--- src/rtl/mdio_mgmt_pkg.sv ---
`timescale 1ns/1ps
// Shared definitions for the management slave: frame decoder states
// and opcode codes. Assumes a two-bit opcode field.
package mdio_mgmt_pkg;

    typedef enum logic [2:0] {
        ST_HUNT,   // counting preamble ones
        ST_START,  // first start bit (0) seen, expecting 1
        ST_OP,     // shifting opcode
        ST_PHY,    // shifting device address
        ST_REG,    // shifting register address
        ST_TA,     // turnaround bits
        ST_DATA    // data bits
    } rx_state_e;

    localparam logic [1:0] OPC_WRITE = 2'b01;
    localparam logic [1:0] OPC_READ  = 2'b10;

endpackage

--- src/rtl/mdio_frame_rx.sv ---
`timescale 1ns/1ps
// Frame decoder: hunts for a preamble of PRE_LEN ones, checks the start
// pattern, collects opcode and both addresses, and flags the turnaround
// edge of a read to this device and the last data edge of an accepted write.
// Assumes mdio_i is stable around the rising edge of mdc.
module mdio_frame_rx #(
    parameter int ADDR_W  = 5,
    parameter int DATA_W  = 16,
    parameter int PRE_LEN = 32
) (
    input  logic              mdc,
    input  logic              rst_n,
    input  logic              mdio_i,
    input  logic [ADDR_W-1:0] own_addr,
    output logic              rd_start,
    output logic              wr_strobe,
    output logic [ADDR_W-1:0] reg_addr,
    output logic [DATA_W-1:0] wr_data
);
    import mdio_mgmt_pkg::*;

    localparam int PRE_CW = $clog2(PRE_LEN + 1);
    localparam int CNT_W  = $clog2(DATA_W);
    localparam logic [PRE_CW-1:0] PRE_FULL  = PRE_CW'(PRE_LEN);
    localparam logic [CNT_W-1:0]  LAST_OP   = CNT_W'(1);
    localparam logic [CNT_W-1:0]  LAST_ADDR = CNT_W'(ADDR_W - 1);
    localparam logic [CNT_W-1:0]  LAST_DATA = CNT_W'(DATA_W - 1);

    rx_state_e         state;
    logic [PRE_CW-1:0] pre_cnt;
    logic [CNT_W-1:0]  bit_cnt;
    logic [1:0]        op_sh;
    logic [ADDR_W-1:0] phy_sh;
    logic [ADDR_W-1:0] reg_sh;
    logic [DATA_W-2:0] data_sh;
    logic              wr_hit;
    logic              rd_hit;

    // Address and opcode qualification for the frame being received.
    always_comb begin
        wr_hit = (op_sh == OPC_WRITE) && ((phy_sh == own_addr) || (phy_sh == '0));
        rd_hit = (op_sh == OPC_READ) && (phy_sh == own_addr) && (phy_sh != '0);
    end

    assign rd_start  = (state == ST_TA) && (bit_cnt == '0) && rd_hit;
    assign wr_strobe = (state == ST_DATA) && (bit_cnt == LAST_DATA) && wr_hit;
    assign wr_data   = {data_sh, mdio_i};
    assign reg_addr  = reg_sh;

    // Frame state machine, one step per sampled bit.
    always_ff @(posedge mdc) begin
        if (!rst_n) begin
            state   <= ST_HUNT;
            pre_cnt <= '0;
            bit_cnt <= '0;
            op_sh   <= '0;
            phy_sh  <= '0;
            reg_sh  <= '0;
            data_sh <= '0;
        end else begin
            unique case (state)
                ST_HUNT: begin
                    if (mdio_i) begin
                        if (pre_cnt != PRE_FULL) pre_cnt <= pre_cnt + 1'b1;
                    end else begin
                        if (pre_cnt == PRE_FULL) state <= ST_START;
                        pre_cnt <= '0;
                    end
                end
                ST_START: begin
                    bit_cnt <= '0;
                    state   <= mdio_i ? ST_OP : ST_HUNT;
                end
                ST_OP: begin
                    op_sh <= {op_sh[0], mdio_i};
                    if (bit_cnt == LAST_OP) begin
                        bit_cnt <= '0;
                        state   <= ST_PHY;
                    end else begin
                        bit_cnt <= bit_cnt + 1'b1;
                    end
                end
                ST_PHY: begin
                    phy_sh <= {phy_sh[ADDR_W-2:0], mdio_i};
                    if (bit_cnt == LAST_ADDR) begin
                        bit_cnt <= '0;
                        state   <= ST_REG;
                    end else begin
                        bit_cnt <= bit_cnt + 1'b1;
                    end
                end
                ST_REG: begin
                    reg_sh <= {reg_sh[ADDR_W-2:0], mdio_i};
                    if (bit_cnt == LAST_ADDR) begin
                        bit_cnt <= '0;
                        state   <= ST_TA;
                    end else begin
                        bit_cnt <= bit_cnt + 1'b1;
                    end
                end
                ST_TA: begin
                    if (bit_cnt == LAST_OP) begin
                        bit_cnt <= '0;
                        state   <= ST_DATA;
                    end else begin
                        bit_cnt <= bit_cnt + 1'b1;
                    end
                end
                ST_DATA: begin
                    data_sh <= {data_sh[DATA_W-3:0], mdio_i};
                    if (bit_cnt == LAST_DATA) begin
                        bit_cnt <= '0;
                        pre_cnt <= '0;
                        state   <= ST_HUNT;
                    end else begin
                        bit_cnt <= bit_cnt + 1'b1;
                    end
                end
                default: state <= ST_HUNT;
            endcase
        end
    end

endmodule

--- src/rtl/mdio_regfile.sv ---
`timescale 1ns/1ps
// Register file: a writable control register and a read-only strap
// register loaded from the strap pins while reset is held. Other
// addresses ignore writes and read as zero. Assumes DATA_W > ADDR_W.
module mdio_regfile #(
    parameter int ADDR_W = 5,
    parameter int DATA_W = 16,
    parameter logic [ADDR_W-1:0] CTRL_ADDR  = '0,
    parameter logic [ADDR_W-1:0] STRAP_ADDR = ADDR_W'(16),
    parameter logic [DATA_W-1:0] CTRL_RESET = '0
) (
    input  logic              mdc,
    input  logic              rst_n,
    input  logic [ADDR_W-1:0] strap_pins,
    input  logic              wr_strobe,
    input  logic [ADDR_W-1:0] reg_addr,
    input  logic [DATA_W-1:0] wr_data,
    output logic [DATA_W-1:0] rd_data,
    output logic [DATA_W-1:0] ctrl_q,
    output logic [DATA_W-1:0] strap_q
);

    // Control register: reset value, then updated by accepted writes.
    always_ff @(posedge mdc) begin
        if (!rst_n) begin
            ctrl_q <= CTRL_RESET;
        end else if (wr_strobe && (reg_addr == CTRL_ADDR)) begin
            ctrl_q <= wr_data;
        end
    end

    // Strap register: follows the pins only while reset is held.
    always_ff @(posedge mdc) begin
        if (!rst_n) begin
            strap_q <= DATA_W'(strap_pins);
        end
    end

    // Read multiplexer for the addressed register.
    always_comb begin
        if (reg_addr == CTRL_ADDR) begin
            rd_data = ctrl_q;
        end else if (reg_addr == STRAP_ADDR) begin
            rd_data = strap_q;
        end else begin
            rd_data = '0;
        end
    end

endmodule

--- src/rtl/mdio_tx_shift.sv ---
`timescale 1ns/1ps
// Read response driver: on load it enables the line and drives 0 for the
// second turnaround bit, then shifts the register value out MSB first
// and releases the line one period after the last bit.
module mdio_tx_shift #(
    parameter int DATA_W = 16
) (
    input  logic              mdc,
    input  logic              rst_n,
    input  logic              load,
    input  logic [DATA_W-1:0] load_data,
    output logic              mdio_o,
    output logic              mdio_oe
);
    localparam int REM_W = $clog2(DATA_W + 1);

    logic [DATA_W-1:0] shreg;
    logic [REM_W-1:0]  remain;

    // Turnaround drive, data shifting and release.
    always_ff @(posedge mdc) begin
        if (!rst_n) begin
            shreg   <= '0;
            remain  <= '0;
            mdio_o  <= 1'b0;
            mdio_oe <= 1'b0;
        end else if (load) begin
            shreg   <= load_data;
            remain  <= REM_W'(DATA_W);
            mdio_o  <= 1'b0;
            mdio_oe <= 1'b1;
        end else if (remain != '0) begin
            mdio_o  <= shreg[DATA_W-1];
            shreg   <= {shreg[DATA_W-2:0], 1'b0};
            remain  <= remain - 1'b1;
        end else begin
            mdio_o  <= 1'b0;
            mdio_oe <= 1'b0;
        end
    end

endmodule

--- src/rtl/mdio_mgmt_slave.sv ---
`timescale 1ns/1ps
// Top of the management slave. The device address is the strap register
// low field; isolate is one bit of the control register. Everything is
// clocked by mdc, and the pad combines mdio_o/mdio_oe into the line.
module mdio_mgmt_slave #(
    parameter int ADDR_W  = 5,
    parameter int DATA_W  = 16,
    parameter int PRE_LEN = 32,
    parameter int ISO_BIT = 10,
    parameter logic [ADDR_W-1:0] CTRL_ADDR  = '0,
    parameter logic [ADDR_W-1:0] STRAP_ADDR = ADDR_W'(16),
    parameter logic [DATA_W-1:0] CTRL_RESET = '0
) (
    input  logic              mdc,
    input  logic              rst_n,
    input  logic [ADDR_W-1:0] strap_pins,
    input  logic              mdio_i,
    output logic              mdio_o,
    output logic              mdio_oe,
    output logic              isolate,
    output logic [DATA_W-1:0] ctrl_q,
    output logic [DATA_W-1:0] strap_q
);

    logic              rd_start;
    logic              wr_strobe;
    logic [ADDR_W-1:0] reg_addr;
    logic [DATA_W-1:0] wr_data;
    logic [DATA_W-1:0] rd_data;

    mdio_frame_rx #(
        .ADDR_W (ADDR_W),
        .DATA_W (DATA_W),
        .PRE_LEN(PRE_LEN)
    ) u_rx (
        .mdc      (mdc),
        .rst_n    (rst_n),
        .mdio_i   (mdio_i),
        .own_addr (strap_q[ADDR_W-1:0]),
        .rd_start (rd_start),
        .wr_strobe(wr_strobe),
        .reg_addr (reg_addr),
        .wr_data  (wr_data)
    );

    mdio_regfile #(
        .ADDR_W    (ADDR_W),
        .DATA_W    (DATA_W),
        .CTRL_ADDR (CTRL_ADDR),
        .STRAP_ADDR(STRAP_ADDR),
        .CTRL_RESET(CTRL_RESET)
    ) u_regs (
        .mdc       (mdc),
        .rst_n     (rst_n),
        .strap_pins(strap_pins),
        .wr_strobe (wr_strobe),
        .reg_addr  (reg_addr),
        .wr_data   (wr_data),
        .rd_data   (rd_data),
        .ctrl_q    (ctrl_q),
        .strap_q   (strap_q)
    );

    mdio_tx_shift #(
        .DATA_W(DATA_W)
    ) u_tx (
        .mdc      (mdc),
        .rst_n    (rst_n),
        .load     (rd_start),
        .load_data(rd_data),
        .mdio_o   (mdio_o),
        .mdio_oe  (mdio_oe)
    );

    assign isolate = ctrl_q[ISO_BIT];

endmodule

--- config.mk ---
export PLATFORM = sky130hd
export DESIGN_NAME = mdio_mgmt_slave
export DESIGN_NICKNAME = d
export VERILOG_FILES = /design/src/rtl/mdio_mgmt_pkg.sv /design/src/rtl/mdio_frame_rx.sv /design/src/rtl/mdio_regfile.sv /design/src/rtl/mdio_tx_shift.sv /design/src/rtl/mdio_mgmt_slave.sv
export SDC_FILE = /design/constraint.sdc
export NUM_CORES = 1
export LEC_CHECK = 0
export ABC_AREA = 1
export BUFFER_PORTS_ARGS = -buffer_cell sky130_fd_sc_hd__buf_2
export CORE_UTILIZATION = 40
export CTS_BUF_LIST = sky130_fd_sc_hd__clkbuf_8
export DETAILED_ROUTE_END_ITERATION = 12
export MAX_ROUTING_LAYER = met4
export PLACE_DENSITY = 0.57
export SYNTH_ARGS = -nofsm -noshare
export SYNTH_HDL_FRONTEND = slang
export SYNTH_SLANG_ARGS = --single-unit
--- constraint.sdc ---
create_clock -name mdc -period 2.8 [get_ports mdc]
set_clock_uncertainty 0.15 [all_clocks]
set_input_delay 0.56 -clock mdc [delete_from_list [all_inputs] [get_ports mdc]]
set_output_delay 0.56 -clock mdc [all_outputs]
set_load 0.05 [all_outputs]
# Word level (Yosys, flattened, before mapping)
# Cells that the tools add are included.
word_totals:
  out_inout_bits: 35
  latch_bits: 0
  mem_count: 0
  register_bits: 84
  romBits: 0
  in_bits: 8
  word_cells: 92
  ram_bits: 0
classes:
  mul: 0
  muxes: 25
  n_div: 0
  n_lt_le_gt_ge: 0
  n_eq_ne: 24
  addsub: 3
  shift: 0
  n_reduce_logical: 24
  n_bitwise: 2
ops:
  columns: ["cell", "n"]
  rows:
  - ["two-way mux 16 bit", 3]
  - ["two-way mux 3 bit", 7]
  - ["case mux 3 bit (7 select lines)", 1]
  - ["two-way mux 6 bit", 3]
  - ["case mux 4 bit (4 select lines)", 1]
  - ["two-way mux 5 bit", 3]
  - ["two-way mux 4 bit", 3]
  - ["case mux 6 bit (2 select lines)", 1]
  - ["logical NOT 5 bit", 2]
  - ["nonzero test 5 bit", 2]
  - ["== test 3 bit (second input constant)", 3]
  - ["logical AND 1 bit", 8]
  - ["!= test 2 x 1 -> 1 bit (second input constant)", 4]
  - ["!= test 2 bit (second input constant)", 4]
  - ["AND reduction 7 bit", 1]
  - ["adder 6 x 1 -> 6 bit (second input constant)", 1]
  - ["== test 3 x 2 -> 1 bit (second input constant)", 2]
  - ["== test 6 bit (second input constant)", 1]
  - ["!= test 6 bit (second input constant)", 1]
  - ["OR reduction 2 bit", 3]
  - ["== test 5 bit", 1]
  - ["== test 5 bit (second input constant)", 1]
  - ["subtractor 5 x 1 -> 5 bit (second input constant)", 1]
  - ["adder 4 x 1 -> 4 bit (second input constant)", 1]
  - ["17 further kinds", 20]

# Logic depth before layout (Yosys ltp)
# Gate-level depths: netlist (run 1).
logic_depth:
  ltp_word: 5
  depth_mapped: 12
  depth_no_buf: 11

# Cells and area by module
# From an unflattened synthesis (run 1), not the netlist that was laid out.
unflattened:
  hier_cells: 593
  area_unflattened_um2: 4215.3
by_module_without_submodules:
  columns: ["mod", "area_per_inst_um2", "seq_area_each_um2", "cells_each", "instances"]
  rows:
  - ["mdio_frame_rx", 2054.5, 800.8, 287, 1]
  - ["mdio_tx_shift", 1123.6, 460.4, 158, 1]
  - ["mdio_regfile", 1029.7, 470.5, 147, 1]
  - ["mdio_mgmt_slave", 7.5, 0.0, 1, 1]

# Worst setup path before layout (run 1)
# OpenSTA, ideal clock, no wires.
synth_path:
  path_kind: "reg-to-reg"
  from: "reg u_regs.strap_q[1]"
  to: "reg u_regs.ctrl_q[5]"
  stages_incl_launch_ff: 11
  synth_period_minus_slack_ps: 1913
  setup_time_ps: 117
  setup_slack_ps: 887
  arrival_ps: 1647
  path_buffers: 1
  required_ps: 2533
  cell_sequence: "edfxtp_1 -> inv_1 -> nand2_1 -> nand2_1 -> nor2_1 -> nand3_1 -> nand2_1 -> clkbuf_1 -> nand3b_1 -> nand2_1 -> nor2_1"
synth_between:
  elab_chain_cells: 5
synth_lines:
  columns: ["item", "line", "text"]
  rows:
  - ["start: declaration", "mdio_regfile.sv:20", "output logic [DATA_W-1:0] strap_q"]
  - ["start signal: assignment", "mdio_regfile.sv:35", "strap_q <= DATA_W'(strap_pins);"]
  - ["== test 5 bit", "mdio_frame_rx.sv:41", "wr_hit = (op_sh == OPC_WRITE) && ((phy_sh == own_addr) || (phy_sh == '0));"]
  - ["logical OR 1 bit", "mdio_frame_rx.sv:41", null]
  - ["logical AND 1 bit", "mdio_frame_rx.sv:41", null]
  - ["logical AND 1 bit", "mdio_frame_rx.sv:46", "assign wr_strobe = (state == ST_DATA) && (bit_cnt == LAST_DATA) && wr_hit;"]
  - ["logical AND 1 bit", "mdio_regfile.sv:27", "end else if (wr_strobe && (reg_addr == CTRL_ADDR)) begin"]
  - ["end signal: assignment", "mdio_regfile.sv:28", "ctrl_q <= wr_data;"]
  - ["end: declaration", "mdio_regfile.sv:19", "output logic [DATA_W-1:0] ctrl_q,"]
# No other way between the ends.
# A chain may end at the register's enable or synchronous reset.

# Final worst setup path (run 1)
layout_path:
  from: "reg u_rx.bit_cnt[0]"
  to: "reg u_tx.shreg[12]"
layout_between:
  elab_chain_cells: 4
  elab_cells_between_ends: 5
  cone_classes: "mux (1); reduce/logical (4)"
layout_lines:
  columns: ["item", "line", "text"]
  rows:
  - ["start: declaration", "mdio_frame_rx.sv:31", "logic [CNT_W-1:0] bit_cnt;"]
  - ["start signal: assignment", "mdio_frame_rx.sv:80", "bit_cnt <= bit_cnt + 1'b1;"]
  - ["start signal: assignment", "mdio_frame_rx.sv:89", "bit_cnt <= bit_cnt + 1'b1;"]
  - ["start signal: assignment", "mdio_frame_rx.sv:98", "bit_cnt <= bit_cnt + 1'b1;"]
  - ["logical NOT 4 bit *", "mdio_frame_rx.sv:45", "assign rd_start = (state == ST_TA) && (bit_cnt == '0) && rd_hit;"]
  - ["logical AND 1 bit * (2 in series)", "mdio_frame_rx.sv:45", null]
  - ["two-way mux 16 bit / nonzero test 2 bit (equally long branches)", null, null]
  - ["end signal: assignment", "mdio_tx_shift.sv:28", "shreg <= load_data;"]
  - ["end signal: assignment", "mdio_tx_shift.sv:34", "shreg <= {shreg[DATA_W-2:0], 1'b0};"]
  - ["end: declaration", "mdio_tx_shift.sv:17", "logic [DATA_W-1:0] shreg;"]
# Every way passes the cells marked *; elsewhere a longest branch is shown, timed or not.

==> flow_summary.ini, run 1 <==
[worst_setup_path]
startpoint = u_rx.bit_cnt[0]
reg2regPathDepth = 11
slowest_stage = dfxtp_1
r2r-start = u_rx.bit_cnt[0]
crit_required_ns = 2.90
r2r_end = u_tx.shreg[12]
critical_path.endpoint = u_tx.shreg[12]
cp.depth = 11
path_cells = inv_1 -> ha_1 -> nand3_1 -> nor2_1 -> nand2_2 -> nor2_4 -> nand2_4 -> nand3_1 -> inv_1 -> nand2_1 -> nand2_1
path_buf_inv = 2
slowest_delay_ns = 0.36
reg2reg_slack_ns = 0.60
crit_type = reg2reg
cp.arrival_ns = 2.30
critical_path.top_delay_family = simple AND/OR/NAND/NOR gates
cp-start-kind = register
worst-path-max-fanout = 31
cp-end-kind = register

[placed_design]
portBuffers = 31
place_hpwl_um = 5940
gp_congestion = 0.792

[clocking]
insertion_delay_ns = 0.35
post-cts-setup-buffer-count = 0
cts-root-buf = clkbuf_8
hold_buffers = 0
cts_tree = built
clkSinkCount = 84
clk_pin_slew_ns = 0.09
clock_path_buffers = 2
cts_resized = 0
cts_made_buffers = 9
h-tree-depth = 3

[power_and_ir_drop]
powerDensity_nw_per_um2 = 651
swShare = 0.321
p_int_mw = 1.95
leakage_nw = 2.01
power_switching_uw = 921
seq_power_share = 0.455
clkPwrFrac = 0.339
ir_drop_uv = 415
comb_power_share = 0.206

[cells_and_area]
layout_common_cells = nand2_1, dfxtp_1, nor2_1
diodes = 0
nets = 591
final_common_cell = nand2_1
drive_gt1_frac = 0.120
fillers = 1030
area_growth_pct = 9.06

[synth]
ys_ff_latch = 84
synthDistinctLibCells = 34
ys_seq_area_frac = 0.428
netlist_top_cells_area = dfxtp_1, nand2_1, nand3_1
yosysWarnings = 0
synth_top_area_frac = 0.391
syn_area_per_cell_um2 = 7.27
syn_area_um2 = 4050
syn_inst = 557
synth_top_area_cell = dfxtp_1

[detailed_routing]
drt-initial-drc-count = 132
routed_via_density = 4.74
wl_per_cell_um = 11.7
dr.pass1.iters = 4
routed_wl_um = 8390
remaining_drc_errors = 0
vias = 3390
ant_nets = 0

[die]
core-area_um2 = 9770
die_h_um = 103
die_w_um = 103
start_util = 0.414
row_count = 36
die_area_um2 = 10500
pin_count = 43

[sta]
min_period_ns = 2.20
hold_violations = 0
max_clock_freq_mhz = 455
finalSetupViolCount = 0
holdWs_ns = 0.231
rsz0062_at_grt = no
finalCritPeriodShare = 0.785
tns_ns = 0
drv_slew = 0

[grt]
grt_pass1_wl_um = 13900
antenna_found_initial = 0
grt.total_usage = 0.173
grt_start_max_net_pins = 33
grt_pass1_vias = 3077
gr-total-overflow = 0

[flow_run]
maxCapViolCount = 0

[status]
status = finished, final reports clean

[min_path]
hold_path_class = in2reg
[layer usage]
metal / up-vias / part of all wire / global-route usage
met2: 41 / 0.46 / 0.277
met5: - / 0 / -
met1: 1512 / 0.50 / 0.220
met4: 0 / 0.015 / 0.0659
li1: 1826 / - / -
met3: 11 / 0.022 / 0.0264
[worst min path at each step]
stage,startpoint,endpoint,slack (ns),depth (start not counted)
floorplan,u_tx.shreg[15],u_tx.mdio_o,0.26,2
global placement,u_tx.shreg[15],u_tx.mdio_o,0.28,2
detailed placement,u_tx.shreg[15],u_tx.mdio_o,0.28,2
CTS,strap_pins[1],u_regs.strap_q[1],0.21,1
global route,strap_pins[1],u_regs.strap_q[1],0.21,1
finish,strap_pins[1],u_regs.strap_q[1],0.23,1
[through the flow]
stage	util	area (µm²)	setup WS, ns	total power, mW	std cells
floorplan	-	4090	0.887	1.83	567
global placement	0.429	4190	0.686	1.92	699
detailed placement	0.429	4190	0.627	1.93	699
CTS	0.452	4410	0.611	2.91	715
global route	0.452	4410	0.329	3.03	715
finish	0.452	4410	0.603	2.87	715
[power groups by stage]
stage               clock network, mW  registers, mW  logic, mW
finish                          0.974           1.31      0.592
CTS                              1.00           1.31      0.596
detailed placement                  0           1.34      0.590
global placement                    0           1.33      0.584
global route                     1.05           1.32      0.669
floorplan                           0           1.35      0.485
[cells by family (layout without fill, tap and decap cells)]
logic type | after synthesis | in the layout | synth area share
AND/OR/NAND/NOR | 283 | 283 | 0.324
buffers and inverters | 96 | 111 | 0.118
AO/OA/AOI/OAI | 85 | 85 | 0.106
flip-flops | 84 | 84 | 0.428
adder cells (fa/ha/maj) | 6 | 6 | 0.0185
XOR/XNOR | 2 | 2 | 0.00433
other | 1 | 11 | 0.000926
[synthesized netlist by cell type (all sizes together)]
master and count:
ha 6, clkinv 2, nor4 1, or2 2, dfxtp 79, a21oi 43
clkbuf 9, o31ai 1, nand4 13, xnor2 1, o21a 1, inv 56
xor2 1, o21ai 40, edfxtp 5, buf 29, nand3 67, nand2 109
nor2 73, nor3 3, nor3b 1, conb 1, nand3b 14
[layout make-up]
type / instances / area, µm² / area share
clock buffers: 10 / 138 / 0.0312
clock inverters: 6 / 85.1 / 0.0193
inverters: 58 / 219 / 0.0496
multi-input cells: 387 / 1870 / 0.425
flip-flops and latches: 84 / 1730 / 0.392
well taps: 133 / 166 / 0.0377
repair buffers: 37 / 200 / 0.0454
[worst reg2reg max path, cell delays in order (launching register included)]
cell,delay [ns]
dfxtp_1,0.36
inv_1,0.11
ha_1,0.19
nand3_1,0.08
nor2_1,0.12
nand2_2,0.08
nor2_4,0.33
nand2_4,0.26
nand3_1,0.21
inv_1,0.10
nand2_1,0.07
nand2_1,0.05
[sequential cells by signal, indices dropped and copies added (netlist names), 2 cells and up]
name,cells
u_regs.ctrl_q,16
u_regs.strap_q,5
u_rx.bit_cnt,4
u_rx.data_sh,15
u_rx.op_sh,2
u_rx.phy_sh,5
u_rx.pre_cnt,6
u_rx.reg_addr,5
u_rx.state,3
u_tx.remain,5
u_tx.shreg,16
Note: power is estimated with default switching activity, not from simulation.
==> run 2: changes to the inputs <==
- clock period: 2.8 -> 2.15 ns (I/O delays scaled with it)
==> flow_summary.ini, run 2 (synthesized netlist as in run 1, its figures left out) <==
[cells_and_area]
ff_latch_area_um2 = 1730
nets = 594
drive_gt1_frac = 0.125
layout_common_cells = nand2_1, dfxtp_1, nor2_1
top_regs = u_regs.ctrl_q: 16 flops, u_tx.shreg: 16 flops, u_rx.data_sh: 15 flops
final_common_cell = nand2_1
area_growth_pct = 10.1
fillers = 1045
multi_input_area_um2 = 1880
diodes = 0

[worst_setup_path]
cp.arrival_ns = 2.08
slowest_delay_ns = 0.35
path_cells = inv_1 -> ha_1 -> nand2_1 -> nor2_1 -> inv_1 -> nor2_1 -> inv_1 -> nand3_1 -> inv_1 -> nand2_1 -> nand2_1
slowest_stage = dfxtp_1
worst-path-max-fanout = 14
cp-start-kind = register
crit_required_ns = 2.31
cpMostUsedCell = inv_1
crit_type = reg2reg
cp-end-kind = register

[detailed_routing]
top_layer = met4
dr_wl_met2_um = 3970
wl_per_cell_um = 11.9
drt-initial-drc-count = 176
wl_met1_um = 4140
vias = 3521
met3_wirelength_um = 328
dr.pass1.iters = 4
remaining_drc_errors = 0
ant_nets = 0
routed_wl_um = 8540
routed_via_density = 4.90

[clocking]
cts_resized = 0
clock_path_buffers = 2
cts-root-buf = clkbuf_8
insertion_delay_ns = 0.37
h-tree-depth = 3
post-cts-setup-buffer-count = 0
hold_buffers = 0
clk_pin_slew_ns = 0.09
cts_tree = built
cts_made_buffers = 9
clkSinkCount = 84

[sta]
finalCritPeriodShare = 0.894
min_period_ns = 1.92
holdWs_ns = 0.0916
hold_violations = 0
tns_ns = 0
finalSetupViolCount = 0
rsz0062_at_grt = no
max_clock_freq_mhz = 520
drv_slew = 0

[grt]
grt_pass1_vias = 3098
gr-total-overflow = 0
antenna_found_initial = 0
grt_pass1_wl_um = 14100
grt.total_usage = 0.175
grt_start_max_net_pins = 64

[die]
die_h_um = 103
start_util = 0.414
die_w_um = 103
die_area_um2 = 10500
row_count = 36
pin_count = 43
core-area_um2 = 9770

[power_and_ir_drop]
seq_power_share = 0.464
swShare = 0.336
clkPwrFrac = 0.325
ir_drop_uv = 408
power_switching_mw = 1.23
leakage_nw = 2.00
p_int_mw = 2.44
powerDensity_nw_per_um2 = 824
comb_power_share = 0.211

[flow_run]
maxCapViolCount = 0

[min_path]
hold_path_class = in2reg

[placed_design]
place_hpwl_um = 5910
gp_congestion = 0.777
portBuffers = 31

[status]
status = finished, final reports clean
## run 2: cell type report
class / instances / share of cell area
clock buffers: 10 / 0.0309
clock inverters: 6 / 0.0160
inverters: 58 / 0.0491
multi-input cells: 387 / 0.423
flip-flops and latches: 84 / 0.389
well taps: 133 / 0.0373
repair buffers: 40 / 0.0556
## run 2: power groups by stage
stage               clock network [mW]  logic (mW)  registers [mW]
finish                            1.19       0.776            1.70
CTS                               1.23       0.781            1.70
global placement                     0       0.764            1.74
global route                      1.29       0.888            1.71
floorplan                            0       0.632            1.75
detailed placement                   0       0.778            1.74
## run 2: routing by layer
| metal | track usage | up-vias |
|---|---|---|
| li1 | - | 1832 |
| met1 | 0.218 | 1618 |
| met2 | 0.276 | 61 |
| met3 | 0.0373 | 10 |
| met4 | 0.0725 | 0 |
| met5 | - | - |
## run 2: stage by stage
stage	cell area (µm²)	util	setup WS [ns]	instances	total power [mW]
after floorplan	4090	-	0.237	567	2.39
after global placement	4240	0.434	0.285	702	2.50
after detailed placement	4240	0.434	0.233	702	2.52
after CTS	4450	0.455	0.211	718	3.71
after global routing	4460	0.456	0.0206	718	3.89
final	4460	0.456	0.228	718	3.67
## run 2: final timing paths
kind                  startpoint           endpoint  slack, ns  cells after the start
setup / recovery  u_tx.remain[0]     u_tx.shreg[11]       0.23                     11
hold / removal     strap_pins[2]  u_regs.strap_q[2]       0.09                      1
setup reg to reg  u_tx.remain[0]     u_tx.shreg[11]       0.23                     11
hold reg to reg   u_tx.shreg[15]        u_tx.mdio_o       0.29                      2
## run 2: worst max-delay path: cells and delay by family (launching register included)
family,cells,cell delay [ns]
adders and majority gates,1,0.20
buffers and inverters,4,0.62
DFF,1,0.35
and+or+nand+nor,6,0.54
